==> src/rtl/ecc_wb_pkg.sv <==
package ecc_wb_pkg;
  localparam logic [7:0] REG_STATUS   = 8'd144;
  localparam logic [7:0] REG_DROP_CNT = 8'd145;
  localparam logic [7:0] REG_DROP_ADR = 8'd146;

  localparam int ST_IRQ  = 0;
  localparam int ST_SBE  = 1;
  localparam int ST_DBE  = 2;
  localparam int ST_DROP = 3;
  localparam int ST_BITS = 4;

  typedef logic [ST_BITS-1:0] stat_vec_t;
endpackage

==> src/rtl/ecc_wb_issue.sv <==
module ecc_wb_issue #(
  parameter int AW       = 32,
  parameter int DW       = 64,
  parameter int CQ_DEPTH = 8,
  parameter int WB_DEPTH = 4
) (
  input  logic                            clk,
  input  logic                            rst_n,
  input  logic                            err_vld,
  input  logic                            err_sbe,
  input  logic [AW-1:0]                   err_addr,
  input  logic [DW-1:0]                   err_data,
  input  logic                            auto_corr_en,
  input  logic [$clog2(CQ_DEPTH+1)-1:0]   cq_used,
  input  logic [$clog2(WB_DEPTH+1)-1:0]   wbuf_used,
  input  logic                            wb_ready,
  output logic                            wb_valid,
  output logic [AW-1:0]                   wb_addr,
  output logic [DW-1:0]                   wb_data,
  output logic                            drop_pulse
);
  localparam int CQ_W = $clog2(CQ_DEPTH+1);
  localparam int WB_W = $clog2(WB_DEPTH+1);
  localparam logic [CQ_W-1:0] CQ_LIM = CQ_W'(CQ_DEPTH);
  localparam logic [WB_W-1:0] WB_LIM = WB_W'(WB_DEPTH);

  logic          space, want, take;
  logic          vld_d;
  logic [AW-1:0] addr_d;
  logic [DW-1:0] data_d;

  always_comb begin
    space      = (cq_used < CQ_LIM) && (wbuf_used < WB_LIM) && (!wb_valid || wb_ready);
    want       = err_vld && err_sbe && auto_corr_en;
    take       = want && space;
    drop_pulse = want && !space;
    vld_d      = take || (wb_valid && !wb_ready);
    addr_d     = take ? err_addr : wb_addr;
    data_d     = take ? err_data : wb_data;
  end

  always_ff @(posedge clk or negedge rst_n) begin
    if (!rst_n) begin
      wb_valid <= 1'b0;
      wb_addr  <= '0;
      wb_data  <= '0;
    end else begin
      wb_valid <= vld_d;
      if (take) begin
        wb_addr <= addr_d;
        wb_data <= data_d;
      end
    end
  end
endmodule

==> src/rtl/ecc_wb_status.sv <==
module ecc_wb_status
  import ecc_wb_pkg::*;
#(
  parameter int AW    = 32,
  parameter int CNT_W = 16
) (
  input  logic             clk,
  input  logic             rst_n,
  input  logic             sbe_evt,
  input  logic             dbe_evt,
  input  logic             drop_evt,
  input  logic [AW-1:0]    drop_addr_in,
  input  logic             clr_hit,
  input  stat_vec_t        clr_mask,
  output stat_vec_t        flags,
  output logic [CNT_W-1:0] drop_cnt,
  output logic [AW-1:0]    drop_addr
);
  stat_vec_t        set_vec, clr_vec, flags_d;
  logic [CNT_W-1:0] cnt_base, cnt_d;
  logic [AW-1:0]    addr_d;
  logic             clr_drop;

  always_comb begin
    set_vec          = '0;
    set_vec[ST_IRQ]  = sbe_evt || dbe_evt || drop_evt;
    set_vec[ST_SBE]  = sbe_evt;
    set_vec[ST_DBE]  = dbe_evt;
    set_vec[ST_DROP] = drop_evt;
    clr_vec          = clr_hit ? clr_mask : '0;
    clr_drop         = clr_vec[ST_DROP];
  end

  for (genvar i = 0; i < ST_BITS; i++) begin : g_flag
    always_comb flags_d[i] = (flags[i] && !clr_vec[i]) || set_vec[i];
  end

  always_comb begin
    cnt_base = clr_drop ? '0 : drop_cnt;
    cnt_d    = (drop_evt && (cnt_base != {CNT_W{1'b1}})) ? cnt_base + 1'b1 : cnt_base;
    addr_d   = drop_evt ? drop_addr_in : (clr_drop ? '0 : drop_addr);
  end

  always_ff @(posedge clk or negedge rst_n) begin
    if (!rst_n) begin
      flags     <= '0;
      drop_cnt  <= '0;
      drop_addr <= '0;
    end else begin
      flags     <= flags_d;
      drop_cnt  <= cnt_d;
      drop_addr <= addr_d;
    end
  end
endmodule

==> src/rtl/ecc_wb_regs.sv <==
module ecc_wb_regs
  import ecc_wb_pkg::*;
#(
  parameter int AW    = 32,
  parameter int CNT_W = 16
) (
  input  logic             clk,
  input  logic             rst_n,
  input  logic             reg_rd,
  input  logic [7:0]       reg_addr,
  input  stat_vec_t        flags,
  input  logic [CNT_W-1:0] drop_cnt,
  input  logic [AW-1:0]    drop_addr,
  output logic [31:0]      reg_rdata,
  output logic             reg_rvalid
);
  logic [31:0] word;

  always_comb begin
    case (reg_addr)
      REG_STATUS:   word = 32'(flags);
      REG_DROP_CNT: word = 32'(drop_cnt);
      REG_DROP_ADR: word = 32'(drop_addr);
      default:      word = '0;
    endcase
  end

  always_ff @(posedge clk or negedge rst_n) begin
    if (!rst_n) begin
      reg_rdata  <= '0;
      reg_rvalid <= 1'b0;
    end else begin
      reg_rvalid <= reg_rd;
      if (reg_rd) reg_rdata <= word;
    end
  end
endmodule

==> src/rtl/ecc_wb_sched.sv <==
module ecc_wb_sched
  import ecc_wb_pkg::*;
#(
  parameter int AW       = 32,
  parameter int DW       = 64,
  parameter int CQ_DEPTH = 8,
  parameter int WB_DEPTH = 4,
  parameter int CNT_W    = 16
) (
  input  logic                           clk,
  input  logic                           rst_n,
  input  logic                           err_vld,
  input  logic                           err_sbe,
  input  logic                           err_dbe,
  input  logic [AW-1:0]                  err_addr,
  input  logic [DW-1:0]                  err_data,
  input  logic                           auto_corr_en,
  input  logic [$clog2(CQ_DEPTH+1)-1:0]  cq_used,
  input  logic [$clog2(WB_DEPTH+1)-1:0]  wbuf_used,
  output logic                           wb_valid,
  input  logic                           wb_ready,
  output logic [AW-1:0]                  wb_addr,
  output logic [DW-1:0]                  wb_data,
  output logic                           irq,
  input  logic                           reg_rd,
  input  logic                           reg_wr,
  input  logic [7:0]                     reg_addr,
  input  logic [3:0]                     reg_wmask,
  output logic [31:0]                    reg_rdata,
  output logic                           reg_rvalid
);
  logic             drop_pulse;
  logic             clr_hit;
  stat_vec_t        flags;
  logic [CNT_W-1:0] drop_cnt;
  logic [AW-1:0]    drop_addr;

  assign clr_hit = reg_wr && (reg_addr == REG_STATUS);
  assign irq     = flags[ST_IRQ];

  ecc_wb_issue #(.AW(AW), .DW(DW), .CQ_DEPTH(CQ_DEPTH), .WB_DEPTH(WB_DEPTH)) u_issue (
    .clk(clk), .rst_n(rst_n), .err_vld(err_vld), .err_sbe(err_sbe),
    .err_addr(err_addr), .err_data(err_data), .auto_corr_en(auto_corr_en),
    .cq_used(cq_used), .wbuf_used(wbuf_used), .wb_ready(wb_ready),
    .wb_valid(wb_valid), .wb_addr(wb_addr), .wb_data(wb_data),
    .drop_pulse(drop_pulse)
  );

  ecc_wb_status #(.AW(AW), .CNT_W(CNT_W)) u_status (
    .clk(clk), .rst_n(rst_n),
    .sbe_evt(err_vld && err_sbe), .dbe_evt(err_vld && err_dbe),
    .drop_evt(drop_pulse), .drop_addr_in(err_addr),
    .clr_hit(clr_hit), .clr_mask(reg_wmask),
    .flags(flags), .drop_cnt(drop_cnt), .drop_addr(drop_addr)
  );

  ecc_wb_regs #(.AW(AW), .CNT_W(CNT_W)) u_regs (
    .clk(clk), .rst_n(rst_n), .reg_rd(reg_rd), .reg_addr(reg_addr),
    .flags(flags), .drop_cnt(drop_cnt), .drop_addr(drop_addr),
    .reg_rdata(reg_rdata), .reg_rvalid(reg_rvalid)
  );
endmodule

==> config.mk <==
export PLATFORM = sky130hd
export DESIGN_NAME = ecc_wb_sched
export DESIGN_NICKNAME = d
export VERILOG_FILES = /design/src/rtl/ecc_wb_pkg.sv /design/src/rtl/ecc_wb_issue.sv /design/src/rtl/ecc_wb_status.sv /design/src/rtl/ecc_wb_regs.sv /design/src/rtl/ecc_wb_sched.sv
export SDC_FILE = /design/constraint.sdc
export NUM_CORES = 1
export LEC_CHECK = 0
export BUFFER_PORTS_ARGS = -buffer_cell sky130_fd_sc_hd__clkbuf_2
export CAP_MARGIN = 0
export CORE_ASPECT_RATIO = 0.5
export CORE_MARGIN = 8
export CORE_UTILIZATION = 45
export CTS_CLUSTER_SIZE = 12
export DETAILED_ROUTE_END_ITERATION = 7
export MAX_ROUTING_LAYER = met4
export PLACE_DENSITY = 0.81
export SYNTH_ARGS = -nofsm -noshare
export SYNTH_HDL_FRONTEND = slang
export SYNTH_SLANG_ARGS = --single-unit
export TNS_END_PERCENT = 30
==> constraint.sdc <==
create_clock -name clk -period 4.1 [get_ports clk]
set_input_delay 0.82 -clock clk [delete_from_list [all_inputs] [get_ports clk]]
set_output_delay 0.82 -clock clk [all_outputs]
set_load 0.005 [all_outputs]
==> metrics.txt <==
status=finished clean; Critical Path Start Type=primary input; Final Skew=11.3 ps; syn_nets=763; synth warn=0; CP Data Required Time=4450 ps; Via Count=approximately 5700; CTS buffer count=17; clk_lat worst skew=420 ps; io pins=approximately 260; commonest non-fill, non-tap cell in the layout=clkbuf_2; largest net degree at the start of global routing=a little under 100; Vias/cell=5.14; CTS max path bufs=2; cts repair resizes=0; GR Util All Layers=0.190; routed wire length=roughly 20000 µm; initial antenna violation count=0; worst-margin pin slew=1250 ps; GPL Wtd Cong=0.904; count of cell types in the netlist=46; Worst-path clk slew=roughly 70 ps; post-synthesis sequential area ratio=0.607; Final Setup Violations=0; Hold Vio Cnt, Final=0; PortBufs=249; Antenna Nets Post-Route=0; core area=16400 µm²; Sw Ratio=0.272; CTS Hold Buffers Added=0; fin util=0.584; overflow left after global routing=0; Internal=3.39 mW; Main synth FF type=dfrtp_1; remaining routing DRC violations=0; VDD IR max=0.322 mV; most frequent cells in the layout=clkbuf_2, dfrtp_1, nand2_1; row count=33; critical path class=in -> reg; Critical Path AT=3200 ps; max_slew headroom=0.170; Avg Synthesized Cell Area=11.8 µm²; max-cap violations=0; Logic pwr share=0.166; Switch Pwr=1.27 mW; worst-path maximum fanout=9; Die W=between 150 and 200 µm; Detailed Place HPWL=14400 µm; Layout area overhead=27.3%; Clock Power Share=0.345; CTS root buf=clkbuf_16; layout cells sized above 1=0.444; die area=21300 µm²; Reg power frac=0.489; # diodes=0; Initial Util=0.459; ys async rst share=1.00; Mapped Cells=638; Critical Path Sink Type=flip-flop; nets@finish=1004; number of flops mapped to enable cells by yosys=0; FMAX=0.351 GHz; Tcrit/Tclk final=0.695; fin. max-slew vios=0; setup TNS=0 ps; Synth Register Bits=about 180; Reg2Reg Setup Slack=1870 ps; die height=about 110 µm; Avg WL per Cell=17.7 µm; vias in the first global route=6100; FF-to-FF path depth=4; CTS tree=built; DRT iter0 DRCs=378; Synth Cell Area=7510 µm²; postcts setup bufs=0; DR pass1 iterations=5; minimum clock period=2850 ps; # clock sinks=182; power density cells=about 490 nW/µm²; H-tree levels=4; first-pass GRT wire length=31300 µm; leak pwr=4.82 nW; Hold WC Path Type=in -> async; RSZ-0062 raised after global routing=no
[flip-flops by register name, indices dropped and copies added, names as in the netlist]
signal	cells
u_issue.wb_valid	1
u_status.drop_addr	32
u_status.drop_cnt	16
u_issue.wb_data	64
u_regs.reg_rdata	32
u_status.flags	4
u_issue.wb_addr	32
u_regs.reg_rvalid	1
[critical path: stages]
cell and delay [ps]:
clkbuf_2 190, and4bb_1 330, nand3_1 290, and2_1 310, ha_1 210, and3_1 200, nand3_1 140, o31ai_4 130
or4_1 410, a21oi_1 150
[Yosys cell counts, types with 2 or more instances]
| master | count | area share |
|---|---|---|
| o22ai_1 | 4 | 0.0033 |
| a31oi_1 | 3 | 0.0025 |
| nand3_1 | 54 | 0.036 |
| a22o_1 | 14 | 0.016 |
| o21a_1 | 2 | 0.0020 |
| nor3_1 | 3 | 0.0020 |
| o21ai_0 | 32 | 0.021 |
| o21ai_1 | 2 | 0.0013 |
| a21oi_1 | 6 | 0.0040 |
| and3_1 | 6 | 0.0050 |
| xor2_1 | 4 | 0.0047 |
| nor2_1 | 17 | 0.0085 |
| clkbuf_1 | 20 | 0.010 |
| nand2b_1 | 3 | 0.0025 |
| xnor2_1 | 2 | 0.0023 |
| nand2_1 | 101 | 0.050 |
| inv_1 | 32 | 0.016 |
| mux2_2 | 96 | 0.14 |
| and4_1 | 3 | 0.0035 |
| nor2b_1 | 4 | 0.0033 |
| mux2i_1 | 5 | 0.0067 |
| and2_1 | 3 | 0.0025 |
| nand4_1 | 7 | 0.0058 |
| dfrtp_1 | 182 | 0.61 |
| buf_2 | 12 | 0.0080 |
[through the flow]
stage               area [µm²]  setup slack [ps]  hold slack, ps  total power [mW]  cells
floorplan                 7510              1270             446              2.63    638
global placement          8970               895             457              3.04   1087
global route              9560              1090             492              4.88   1119
detailed placement        8970               839             467              3.09   1087
finish                    9560              1250             443              4.65   1119
CTS                       9560              1280             462              4.71   1119
[metal layers]
metal  vias up  share of wire  routed length [µm]  global-route usage
li1       2673              -                   -                   -
met1      2855           0.41                8080               0.226
met2       192           0.51               10200               0.318
met3        28          0.056                1110              0.0456
met4         0          0.021                 415              0.0589
met5         -              0                   0                   -
[layout make-up]
type                    count  area [µm²]
clock buffers              18         439
repair buffers            257        1330
multi-input cells         389        2690
inverters                  32         120
well taps                 227         284
fillers                  1387        6800
flip-flops and latches    182        4550
clock inverters            14         141
[power by group through the flow]
stage / logic (mW) / clock network (mW) / registers (mW)
after floorplan: 0.340 / 0 / 2.29
after global placement: 0.756 / 0 / 2.28
after detailed placement: 0.788 / 0 / 2.31
after CTS: 0.791 / 1.64 / 2.27
after global routing: 0.848 / 1.72 / 2.31
final: 0.773 / 1.60 / 2.28
[path summary, 6_finish.rpt]
| kind | startpoint | endpoint |
|---|---|---|
| hold reg to reg | u_status.drop_addr[30]$_DFFE_PN0P_ | u_regs.reg_rdata[30]$_DFFE_PN0P_ |
| max in group asynchronous | rst_n | u_issue.wb_data[11]$_DFFE_PN0P_ |
| setup / recovery | reg_addr[0] | u_status.drop_cnt[15]$_DFF_PN0_ |
| hold / removal | rst_n | u_status.flags[0]$_DFF_PN0_ |
| setup reg to reg | u_issue.wb_valid$_DFF_PN0_ | u_issue.wb_data[9]$_DFFE_PN0P_ |
| min in group clk | u_status.drop_addr[30]$_DFFE_PN0P_ | u_regs.reg_rdata[30]$_DFFE_PN0P_ |
[cell families after synthesis]
family                   synth area share
AND/OR/NAND/NOR                     0.134
flip-flops                          0.607
multiplexers                        0.151
AO/OA/AOI/OAI                      0.0627
buffers and inverters              0.0370
XOR/XNOR                          0.00700
adder cells (fa/ha/maj)           0.00167
Note: power is estimated with default switching activity, not from simulation.
